File: src/rtl/kbd_pkg.sv
package kbd_pkg;

    // Capture state of the port
    typedef enum logic {
        PORT_EMPTY = 1'b0,
        PORT_FULL  = 1'b1
    } port_state_t;

    // Decoded bus accesses
    typedef struct packed {
        logic stat_rd;
        logic stat_wr;
        logic data_rd;
        logic data_wr;
    } bus_hit_t;

endpackage

File: src/rtl/kbd_bus_decode.sv
module kbd_bus_decode #(
    parameter int          ADDR_W    = 16,
    parameter logic [15:0] STAT_ADDR = 16'hFE00,
    parameter logic [15:0] DATA_ADDR = 16'hFE02
) (
    input  logic [ADDR_W-1:0] addr,
    input  logic              rd,
    input  logic              wr,
    output kbd_pkg::bus_hit_t hit
);
    localparam logic [ADDR_W-1:0] STAT_A = ADDR_W'(STAT_ADDR);
    localparam logic [ADDR_W-1:0] DATA_A = ADDR_W'(DATA_ADDR);

    logic stat_sel;
    logic data_sel;

    always_comb begin
        stat_sel    = (addr == STAT_A);
        data_sel    = (addr == DATA_A);
        hit.stat_rd = stat_sel & rd;
        hit.stat_wr = stat_sel & wr;
        hit.data_rd = data_sel & rd;
        hit.data_wr = data_sel & wr;
    end
endmodule

File: src/rtl/kbd_capture_fsm.sv
module kbd_capture_fsm #(
    parameter int CHAR_W = 8
) (
    input  logic              clk,
    input  logic              rst_n,
    input  logic              key_valid,
    input  logic [CHAR_W-1:0] key_char,
    input  logic              consume,
    output logic              full,
    output logic [CHAR_W-1:0] held_char
);
    import kbd_pkg::*;

    port_state_t state_q, state_d;
    logic        capture;

    // state register
    always_ff @(posedge clk) begin
        if (!rst_n) state_q <= PORT_EMPTY;
        else        state_q <= state_d;
    end

    // transitions: CAPTURE (empty + strobe), CONSUME (full + data read)
    always_comb begin
        state_d = state_q;
        capture = 1'b0;
        unique case (state_q)
            PORT_EMPTY: begin
                if (key_valid) begin
                    state_d = PORT_FULL;
                    capture = 1'b1;
                end
            end
            PORT_FULL: begin
                if (consume) state_d = PORT_EMPTY;
            end
        endcase
    end

    // character holding register
    always_ff @(posedge clk) begin
        if (!rst_n)       held_char <= '0;
        else if (capture) held_char <= key_char;
    end

    // outputs
    always_comb begin
        unique case (state_q)
            PORT_EMPTY: full = 1'b0;
            PORT_FULL:  full = 1'b1;
        endcase
    end
endmodule

File: src/rtl/kbd_status_reg.sv
module kbd_status_reg (
    input  logic clk,
    input  logic rst_n,
    input  logic wr_en,
    input  logic ie_wbit,
    output logic ie
);
    always_ff @(posedge clk) begin
        if (!rst_n)     ie <= 1'b0;
        else if (wr_en) ie <= ie_wbit;
    end
endmodule

File: src/rtl/kbd_input_port.sv
module kbd_input_port #(
    parameter int          ADDR_W    = 16,
    parameter int          DATA_W    = 16,
    parameter int          CHAR_W    = 8,
    parameter logic [15:0] STAT_ADDR = 16'hFE00,
    parameter logic [15:0] DATA_ADDR = 16'hFE02,
    parameter int          RDY_BIT   = 15,
    parameter int          IE_BIT    = 14
) (
    input  logic              clk,
    input  logic              rst_n,
    input  logic              key_valid,
    input  logic [CHAR_W-1:0] key_char,
    input  logic [ADDR_W-1:0] bus_addr,
    input  logic [DATA_W-1:0] bus_wdata,
    input  logic              bus_rd,
    input  logic              bus_wr,
    output logic [DATA_W-1:0] bus_rdata,
    output logic              irq
);
    import kbd_pkg::*;

    bus_hit_t          hit;
    logic              full;
    logic              ie_q;
    logic [CHAR_W-1:0] held_char;
    logic [DATA_W-1:0] stat_word;
    logic [DATA_W-1:0] data_word;
    logic              data_rd;
    logic              stat_wr;
    logic              unused_inputs;

    kbd_bus_decode #(
        .ADDR_W   (ADDR_W),
        .STAT_ADDR(STAT_ADDR),
        .DATA_ADDR(DATA_ADDR)
    ) u_dec (
        .addr(bus_addr),
        .rd  (bus_rd),
        .wr  (bus_wr),
        .hit (hit)
    );

    assign data_rd = hit.data_rd;
    assign stat_wr = hit.stat_wr;
    // the character word is read-only; its write strobe and other wdata bits are not used
    assign unused_inputs = hit.data_wr ^ (^bus_wdata);

    kbd_capture_fsm #(.CHAR_W(CHAR_W)) u_fsm (
        .clk      (clk),
        .rst_n    (rst_n),
        .key_valid(key_valid),
        .key_char (key_char),
        .consume  (data_rd),
        .full     (full),
        .held_char(held_char)
    );

    kbd_status_reg u_stat (
        .clk    (clk),
        .rst_n  (rst_n),
        .wr_en  (stat_wr),
        .ie_wbit(bus_wdata[IE_BIT]),
        .ie     (ie_q)
    );

    // assemble register images
    always_comb begin
        stat_word = '0;
        data_word = '0;
        for (int i = 0; i < DATA_W; i++) begin
            if (i == RDY_BIT) stat_word[i] = full;
            if (i == IE_BIT)  stat_word[i] = ie_q;
            if (i < CHAR_W)   data_word[i] = held_char[i];
        end
    end

    // read mux and interrupt
    always_comb begin
        if (hit.stat_rd)      bus_rdata = stat_word;
        else if (hit.data_rd) bus_rdata = data_word;
        else                  bus_rdata = '0;
        irq = full & ie_q;
    end
endmodule

File: config.mk
export PLATFORM = sky130hd
export DESIGN_NAME = kbd_input_port
export DESIGN_NICKNAME = d
export VERILOG_FILES = /design/src/rtl/kbd_pkg.sv /design/src/rtl/kbd_bus_decode.sv /design/src/rtl/kbd_capture_fsm.sv /design/src/rtl/kbd_status_reg.sv /design/src/rtl/kbd_input_port.sv
export SDC_FILE = /design/constraint.sdc
export NUM_CORES = 1
export LEC_CHECK = 0
export BUFFER_PORTS_ARGS = -buffer_cell sky130_fd_sc_hd__buf_4
export CORE_UTILIZATION = 35
export CTS_BUF_LIST = sky130_fd_sc_hd__clkbuf_8
export DETAILED_ROUTE_END_ITERATION = 12
export GPL_ROUTABILITY_DRIVEN = 0
export PLACE_DENSITY_LB_ADDON = 0.12
export SLEW_MARGIN = 10
export SYNTH_ARGS = -nofsm -noshare
export SYNTH_HDL_FRONTEND = slang
export SYNTH_SLANG_ARGS = --single-unit
File: constraint.sdc
create_clock -name clk -period 1.67 [get_ports clk]
set_input_delay 0 -clock clk [delete_from_list [all_inputs] [get_ports clk]]
set_output_delay 0 -clock clk [all_outputs]
set_load 0.03 [all_outputs]
==> metrics <==
library cells used by synthesis=19; Pwr Density=around 670 nW/um2; drt first pass iters=4; Port Buf Inserts=40; die height=42.38 um; clock slew at reported path FFs=~0.05 ns; R2R depth=4; via count=542; ANT cells=0; TritonCTS clock tree=done; Placement Setup Slack=between 0.02 and 0.025 ns; DRT iter0 DRCs=6; syn_area_per_cell=between 9 and 10 um2; Net count, final=roughly 150; critical path fanouts, max=8; first-pass GRT wire length=roughly 2000 um; core area=roughly 1500 um2; DRC=0; Area Growth Syn to Fin=61.18%; Critical R2R Launch=u_fsm.state_q$_SDFF_PN0_; crit path DAT=1.59 ns; crit-path cells=buf_4 -> or4b_1 -> nor4_4 -> and3_4 -> and2_1 -> buf_4; Clk Latency, worst-skew pair=about 0.23 ns; CTS buffer count=3; routed len/inst=roughly 10 um; die width=42.38 um; vias in the first global route=500; hold_sp=key_char[6]; hold path cells=3; status=finished clean; crit path kind=in -> out; Post-Synthesis Cells=60; initial core utilization=between 30% and 40%; Post-Syn Area=approximately 570 um2; Overall Global Routing Usage=15.25%; Die ar.=around 1800 um2; hold slack=about 0.026 ns; H-tree depth=1; vias per std cell=4.632; fin crit share=between 90% and 100%; hold buffers post-CTS=0; fmax=between 600 and 700 MHz; r2r endpoint=u_fsm.held_char[1]$_SDFFE_PN0P_; Setup WS post-layout=approximately 0.083 ns; yosys warns=0; Hold Violations, Final=0; RSZ-0062 raised after global routing=false; register area share after synthesis=between 30% and 40%; fraction of layout cells with a size suffix above 1=slightly below 50%; Setup Skew=approximately 0.0012 ns; leakage=0.4448 nW; startpoint class of the critical path=primary input; final WL=around 1200 um; Min-Delay Endpoint=u_fsm.held_char[6]$_SDFFE_PN0P_; TritonCTS Sinks=10; setup violators final=0; Setup crit start=bus_addr[5]; min Tclk post-route=between 1.5 and 2 ns; Clock Tree Buf Depth=2; Peak VDD IR=about 280 uV; Max-cap violations=0; Top Ports=62; slowest CP cell=or4b_1; CP endpoint kind=primary output; CP max stage delay=around 0.56 ns; initial antenna violation count=0; Detail Route Antenna Nets=0; Crit path required time=approximately 1.7 ns; final core area utilization=61.05%; Slew Viols, Final=0; worst reg-to-reg setup slack=0.65 ns; largest net degree at the start of global routing=11; root buf cell=clkbuf_8; most frequent cell on the critical path=buf_4; global route overflow=0; Worst Hold Class=in -> reg; synthesis-stage register bit count=10; Std-Cell Rows=14
==> cells by family (layout without fill, tap and decap cells) <==
group,after synthesis,in the layout,share of synthesized area (%)
and+or+nand+nor,30,30,36.40
muxes,8,8,14.04
AOI/OAI and AO/OA,3,3,4.606
other,1,6,0.6573
DFF,10,10,35.09
buffers and inverters,8,44,9.209
==> worst max-delay path by stage <==
stage | depth (start not counted) | end | slack, ns
after global placement | 6 | bus_rdata[5] | 0.05
after CTS | 6 | bus_rdata[4] | 0.02
after floorplan | 4 | bus_rdata[15] | -0.11
after global routing | 6 | bus_rdata[4] | 0.002
after detailed placement | 6 | bus_rdata[15] | 0.02
final | 6 | bus_rdata[4] | 0.08
==> cell usage in the layout, fill, tap and decap left out <==
| master | instances |
|---|---|
| a21boi_0 | 1 |
| or3b_2 | 1 |
| nand4_1 | 1 |
| clkbuf_8 | 3 |
| o221a_1 | 1 |
| and3_2 | 1 |
| mux2i_1 | 8 |
| nor3b_2 | 1 |
| nor4_4 | 1 |
| buf_4 | 41 |
| and2_1 | 9 |
| nand2_1 | 2 |
| o21a_1 | 1 |
| dfxtp_1 | 10 |
| or4b_1 | 2 |
| conb_1 | 6 |
| nor2b_1 | 10 |
| nor3b_1 | 1 |
| and3_4 | 1 |
==> Yosys cell counts <==
library cell | count | share of area [%]
nand4_1 | 1 | 1.1
or4b_1 | 2 | 3.5
buf_4 | 6 | 7.9
and3_4 | 1 | 2.0
o21a_1 | 1 | 1.3
nand2_1 | 2 | 1.3
conb_1 | 1 | 0.66
and3_2 | 1 | 1.3
nor2b_1 | 10 | 11
dfxtp_1 | 10 | 35
buf_1 | 1 | 0.66
mux2i_1 | 8 | 14
nor4_2 | 1 | 2.2
clkbuf_1 | 1 | 0.66
and2_1 | 9 | 9.9
a21boi_0 | 1 | 1.3
or3b_2 | 1 | 1.5
nor3b_1 | 2 | 2.6
o221a_1 | 1 | 2.0
==> power by group <==
part	leakage (nW)	internal (W)	switching [W]	total [W]
combinational	0.341	0.0000664	0.0000472	0.000114
sequential	0.0822	0.000253	0.00000593	0.000259
clock	0.0216	0.000157	0.0000894	0.000247
==> what timing repair did <==
action                     in CTS  in global routing
gates resized for setup         0                  2
setup buffers                   0                  0
hold endpoints to repair        0                  0
setup endpoints to repair       0                 10
==> final cells by class <==
cell class | count | area [um2]
repair buffers | 41 | 307.8
multi-input cells | 47 | 350.3
well taps | 16 | 20.02
fillers | 136 | 586.8
flip-flops and latches | 10 | 200.2
clock buffers | 3 | 41.29
==> critical path, delay by kind of cell <==
kind | cells | cell delay, ns
and+or+nand+nor | 4 | 1.32
buffers and inverters | 2 | 0.26
==> registers in the layout (all words and copies together) (netlist names) <==
register	count
u_fsm.state_q	1
u_stat.ie	1
u_fsm.held_char	8
==> metal layers <==
layer	vias to the layer above	GRT usage (%)	part of all wire [%]
met1	236	14.71	39
met5	-	0	0
met2	30	27.08	51
li1	274	-	-
met4	0	9.375	1.1
met3	2	5.603	8.8
==> through the flow <==
stage	total power [W]	std cells	TNS [ns]	instance area [um2]
after CTS	0.0006227	117	0	905.9
after global routing	0.0006473	117	0	919.6
after global placement	0.0003739	114	0	864.6
after detailed placement	0.0003764	114	0	864.6
final	0.0006191	117	0	919.6
after floorplan	0.0003270	65	-0.2055	589.3
Note: power is estimated with default switching activity, not from simulation.
